===== config.mk =====
export PLATFORM = sky130hd
export DESIGN_NAME = upd_pulse_gen
export DESIGN_NICKNAME = d
export VERILOG_FILES = /design/src/rtl/upd_pkg.sv /design/src/rtl/upd_half_tick.sv /design/src/rtl/upd_down_cnt.sv /design/src/rtl/upd_edge_sync.sv /design/src/rtl/upd_pulse_stretch.sv /design/src/rtl/upd_pulse_gen.sv
export SDC_FILE = /design/constraint.sdc
export NUM_CORES = 1
export LEC_CHECK = 0
export ABC_AREA = 1
export BUFFER_PORTS_ARGS = -buffer_cell sky130_fd_sc_hd__buf_4
export CAP_MARGIN = 5
export CORE_MARGIN = 2
export CORE_UTILIZATION = 40
export CTS_CLUSTER_SIZE = 28
export DETAILED_ROUTE_END_ITERATION = 6
export PLACE_DENSITY_LB_ADDON = 0.3
export SYNTH_ARGS = -nofsm -noshare
export SYNTH_HDL_FRONTEND = slang
export SYNTH_HIERARCHICAL = 1
export SYNTH_SLANG_ARGS = --single-unit

===== constraint.sdc =====
create_clock -name clk -period 1.9 [get_ports clk]
set_input_delay 0.285 -clock clk [delete_from_list [all_inputs] [get_ports clk]]
set_output_delay 0.285 -clock clk [all_outputs]
set_load 0.01 [all_outputs]

===== src/rtl/upd_pkg.sv =====
package upd_pkg;

    typedef enum logic {
        UPD_EXT = 1'b0,
        UPD_INT = 1'b1
    } upd_mode_e;

    typedef struct packed {
        logic strobe;
        logic pin;
        logic oe;
    } upd_out_t;

    function automatic int upd_cnt_w(input int len);
        return $clog2(len + 1);
    endfunction

    function automatic longint upd_interval(input longint n);
        return 2 * (n + 1);
    endfunction

endpackage


===== src/rtl/upd_half_tick.sv =====
module upd_half_tick (
    input  logic clk,
    input  logic rst,
    input  logic run_i,
    output logic tick_o
);
    logic half_q;

    always_ff @(posedge clk) begin
        if (rst || !run_i) half_q <= 1'b0;
        else               half_q <= ~half_q;
    end

    assign tick_o = run_i & half_q;
endmodule


===== src/rtl/upd_down_cnt.sv =====
module upd_down_cnt #(
    parameter int CNT_W = 32
) (
    input  logic             clk,
    input  logic             rst,
    input  logic             run_i,
    input  logic             tick_i,
    input  logic [CNT_W-1:0] period_i,
    output logic             fire_o
);
    logic [CNT_W-1:0] cnt_q;
    logic             at_zero;

    assign at_zero = (cnt_q == '0);
    assign fire_o  = run_i & tick_i & at_zero;

    always_ff @(posedge clk) begin
        if (rst || !run_i) begin
            cnt_q <= '0;
        end else if (tick_i) begin
            if (at_zero) cnt_q <= period_i;
            else         cnt_q <= cnt_q - 1'b1;
        end
    end
endmodule


===== src/rtl/upd_edge_sync.sv =====
module upd_edge_sync #(
    parameter int STAGES = 2
) (
    input  logic clk,
    input  logic rst,
    input  logic d_i,
    output logic rise_o
);
    logic [STAGES:0] chain_q;

    generate
        for (genvar g = 0; g <= STAGES; g++) begin : g_stage
            if (g == 0) begin : g_first
                always_ff @(posedge clk) begin
                    if (rst) chain_q[g] <= 1'b0;
                    else     chain_q[g] <= d_i;
                end
            end else begin : g_next
                always_ff @(posedge clk) begin
                    if (rst) chain_q[g] <= 1'b0;
                    else     chain_q[g] <= chain_q[g-1];
                end
            end
        end
    endgenerate

    assign rise_o = chain_q[STAGES-1] & ~chain_q[STAGES];
endmodule


===== src/rtl/upd_pulse_stretch.sv =====
module upd_pulse_stretch #(
    parameter int LEN = 8
) (
    input  logic clk,
    input  logic rst,
    input  logic run_i,
    input  logic trig_i,
    output logic active_o
);
    localparam int PW = upd_pkg::upd_cnt_w(LEN);

    logic [PW-1:0] left_q;

    always_ff @(posedge clk) begin
        if (rst || !run_i)      left_q <= '0;
        else if (trig_i)        left_q <= PW'(LEN);
        else if (left_q != '0)  left_q <= left_q - 1'b1;
    end

    assign active_o = (left_q != '0);
endmodule


===== src/rtl/upd_pulse_gen.sv =====
module upd_pulse_gen #(
    parameter int CNT_W       = 32,
    parameter int PULSE_CYC   = 8,
    parameter int SYNC_STAGES = 2
) (
    input  logic             clk,
    input  logic             rst,
    input  logic [CNT_W-1:0] period_i,
    input  logic             int_mode_i,
    input  logic             pin_i,
    output logic             pin_o,
    output logic             pin_oe_o,
    output logic             update_o
);
    import upd_pkg::*;

    upd_mode_e mode_q;
    logic      internal;
    logic      tick;
    logic      fire;
    logic      rise;
    logic      stretch_on;
    logic      strobe_q;
    upd_out_t  out_s;

    always_ff @(posedge clk) begin
        if (rst) mode_q <= UPD_INT;
        else     mode_q <= upd_mode_e'(int_mode_i);
    end

    assign internal = (mode_q == UPD_INT);

    upd_half_tick u_tick (
        .clk    (clk),
        .rst    (rst),
        .run_i  (internal),
        .tick_o (tick)
    );

    upd_down_cnt #(.CNT_W(CNT_W)) u_cnt (
        .clk      (clk),
        .rst      (rst),
        .run_i    (internal),
        .tick_i   (tick),
        .period_i (period_i),
        .fire_o   (fire)
    );

    upd_edge_sync #(.STAGES(SYNC_STAGES)) u_sync (
        .clk    (clk),
        .rst    (rst),
        .d_i    (pin_i),
        .rise_o (rise)
    );

    upd_pulse_stretch #(.LEN(PULSE_CYC)) u_stretch (
        .clk      (clk),
        .rst      (rst),
        .run_i    (internal),
        .trig_i   (fire),
        .active_o (stretch_on)
    );

    always_ff @(posedge clk) begin
        if (rst)           strobe_q <= 1'b0;
        else if (internal) strobe_q <= fire;
        else               strobe_q <= rise;
    end

    assign out_s.strobe = strobe_q;
    assign out_s.pin    = stretch_on & internal;
    assign out_s.oe     = internal;

    assign update_o = out_s.strobe;
    assign pin_o    = out_s.pin;
    assign pin_oe_o = out_s.oe;
endmodule


==> impl_metrics.ini <==
[timing]
setup_slack_ns = 0.182
rsz0062_at_grt = false
maxClockFrequency_mhz = 582
fin_crit_sh_pct = 90.4
tns_ns = 0
finalSetupViolCount = 0
slew_headroom_pct = 77.0
maxSlewViolCount = 0
min_period_ns = 1.72
hold_viol = 0
skew_ns = 0.00403
tightest_slew_ns = 0.345

[grt]
overflow = 0
antenna_found_initial = 0
grt_usage_pct = 20.1
grt_pass1_vias = 3209
grt_max_degree = 57
grt_pass1_wl_um = 14500

[clock_network]
tritoncts = yes
clk_pin_slew_ns = 0.09
numCtsBuffers = 5
clockBufferDepth = 2
h-tree-depth = 2
cts_sinks = 42
clockRootBuffer = clkbuf_8
worstSkewPairLatency_ns = 0.30

[synthesis]
syn_area_per_cell_um2 = 6.28
synth_largest_area_cell = dfxtp_1
ys_types = 32
ys.warnings.count = 6
netlist.area_leader.share_pct = 25.3
ys_seq_area_share_pct = 25.3
synth_seq_cells = 42
synth_fp_nets = 570
synth.area.top_cells = dfxtp_1, nand2_1, inv_1, nor2_1, a21oi_2
syn_inst = 530
synth_area_um2 = 3330

[place]
dpl_worst_slack_ns = 0.150
gp_congestion = 0.909
detailed_place_hpwl_um = 6500
io_buffers = 38

[drt]
vias = 3344
dr.pass1.iters = 6
vias_per_cell = 4.93
wl_um = 8480
drtIter0Drc = 170
postRouteAntennaNets = 0
post-route-drc-count = 0
wl_per_cell_um = 12.5

[flow_run]
max_cap_violations = 0

[final_layout]
diodes = 0
area_delta_synth_final_pct = 15.8
nNetsFinal = 612
drive_above_1_share_pct = 25.3
fillers = 871

[worst_setup_path]
r2r-end = u_cnt/cnt_q[0]$_SDFFE_PP0P_
r2r_cells = 8
setup.worst_path.class = reg2reg
endpoint_kind = flip-flop
cp.arrival_ns = 1.92
r2r_slack_ns = 0.18
cp.required_ns = 2.10
r2r_start = u_cnt/cnt_q[20]$_SDFFE_PP0P_
startpoint_type = flip-flop
crit_fanout = 11

[pwr]
p_leak_nw = 1.93
power_density_nw_per_um2 = 1970
ir_worst_vdd_mv = 0.763

[floorplanning]
rows = 33
ios = 39
start_util_pct = 40.9
die_area_um2 = 9060
die_h_um = 95.2
die_width_um = 95.2
core_um2 = 8130

[hold_path]
min-delay-start = int_mode_i
min_path_type = in2reg
holdPathEnd = pin_oe_o$_SDFF_PP1_
hold_depth = 2

[run_status]
status = complete, no violations
[synthesized netlist by cell type]
library cell  instances
ha_1                  4
nand2_1             154
nor2_2                9
o211ai_1              1
xor2_1                2
nand2_2              10
dfxtp_1              42
nor2_4                6
nor2_1               64
o21ai_2               3
a211oi_2              1
nor3_4                1
nor3_1                2
buf_2                 1
or2_0                 1
a21oi_2              22
o21ai_0              10
xnor2_1               2
or2_2                 5
nand3b_1              1
or2_1                 2
inv_2                 3
nor2_8                1
inv_1                78
clkbuf_8              2
nand4_1               6
nand2_4               3
nand3_1              28
nand3_2              19
buf_6                 6
a21oi_1              35
clkbuf_1              6
[stage by stage]
| step | hold WS [ns] | area [um2] | utilization, % | cells | total power [W] |
|---|---|---|---|---|---|
| after floorplan | 0.356 | 3330 | - | 530 | 0.00576 |
| final | 0.150 | 3850 | 47.3 | 678 | 0.00757 |
| after global routing | 0.158 | 3850 | 47.3 | 678 | 0.00831 |
| after global placement | 0.389 | 3720 | 45.8 | 670 | 0.00662 |
| after detailed placement | 0.399 | 3720 | 45.8 | 670 | 0.00676 |
| after CTS | 0.143 | 3840 | 47.2 | 678 | 0.00753 |
[registers in the layout, indices dropped and copies added (netlist names)]
register and count:
u_tick/half_q 1, u_stretch/left_q 4, u_cnt/cnt_q 32, u_sync/chain_q 3, pin_oe_o 1, update_o 1
[worst max-delay path, cell delays in order, from the launching register on]
cell,delay [ns]
dfxtp_1,0.38
nor2_1,0.20
nand2_2,0.13
nor2_4,0.18
nand2_2,0.08
nor2_4,0.31
o21ai_0,0.13
o21ai_0,0.16
inv_1,0.05
[power breakdown]
group | leakage [nW] | total [W] | switching [W] | internal (W)
logic | 1.54 | 0.00557 | 0.00357 | 0.00200
registers | 0.342 | 0.00126 | 0.000205 | 0.00106
clock network | 0.0504 | 0.000744 | 0.000352 | 0.000391
[logic make-up (layout without fill, tap and decap cells)]
group | Yosys count | count (layout) | share of synthesized area, %
and+or+nand+nor | 312 | 312 | 45.4
DFF | 42 | 42 | 25.3
AOI/OAI and AO/OA | 72 | 72 | 14.0
buffers and inverters | 96 | 139 | 12.8
adders and majority gates | 4 | 4 | 1.50
xor gates and xnor gates | 4 | 4 | 1.05
[cell usage in the layout, fill, tap and decap left out, types with 20 or more instances in the layout]
master,Yosys,final
nor2_1,64,63
nand3_1,28,27
a21oi_2,22,22
nand2_1,154,154
nand3_2,19,20
a21oi_1,35,35
dfxtp_1,42,42
inv_1,78,77
buf_4,0,48
[routing by layer]
metal / vias to the layer above / routed length, um / GRT usage (%)
met1: 1517 / 3760 / 24.9
li1: 1728 / - / -
met2: 82 / 4090 / 35.9
met4: 0 / 189 / 6.04
met3: 17 / 431 / 2.92
met5: - / 0 / 0
[layout make-up]
cell class | instances | area (um2) | share of cell area (%)
Clock buffer | 5 | 68.8 | 1.79
Timing Repair Buffer | 50 | 392 | 10.2
Multi-Input combinational cell | 392 | 2070 | 53.7
Inverter | 81 | 304 | 7.89
Sequential cell | 42 | 841 | 21.8
Tap cell | 105 | 131 | 3.41
Clock inverter | 3 | 45.0 | 1.17
[what timing repair did]
| action | CTS | global route |
|---|---|---|
| setup endpoints to repair | 0 | 29 |
| gates resized for setup | 0 | 6 |
| hold buffers | 0 | 0 |
| setup buffers | 0 | 0 |
[worst max-delay path by stage]
| stage | end | slack, ns | depth (start not counted) | start |
|---|---|---|---|---|
| finish | u_cnt/cnt_q[0]$_SDFFE_PP0P_ | 0.18 | 8 | u_cnt/cnt_q[20]$_SDFFE_PP0P_ |
| global route | u_cnt/cnt_q[11]$_SDFFE_PP0P_ | 0.05 | 9 | u_cnt/cnt_q[20]$_SDFFE_PP0P_ |
| CTS | u_stretch/left_q[2]$_SDFFE_PP0P_ | 0.13 | 11 | u_cnt/cnt_q[0]$_SDFFE_PP0P_ |
| detailed placement | u_stretch/left_q[2]$_SDFFE_PP0P_ | 0.15 | 11 | u_cnt/cnt_q[0]$_SDFFE_PP0P_ |
| global placement | u_cnt/cnt_q[30]$_SDFFE_PP0P_ | 0.16 | 9 | u_cnt/cnt_q[0]$_SDFFE_PP0P_ |
| floorplan | u_stretch/left_q[2]$_SDFFE_PP0P_ | 0.22 | 12 | u_cnt/cnt_q[0]$_SDFFE_PP0P_ |
(Power assumes the default switching activity.)
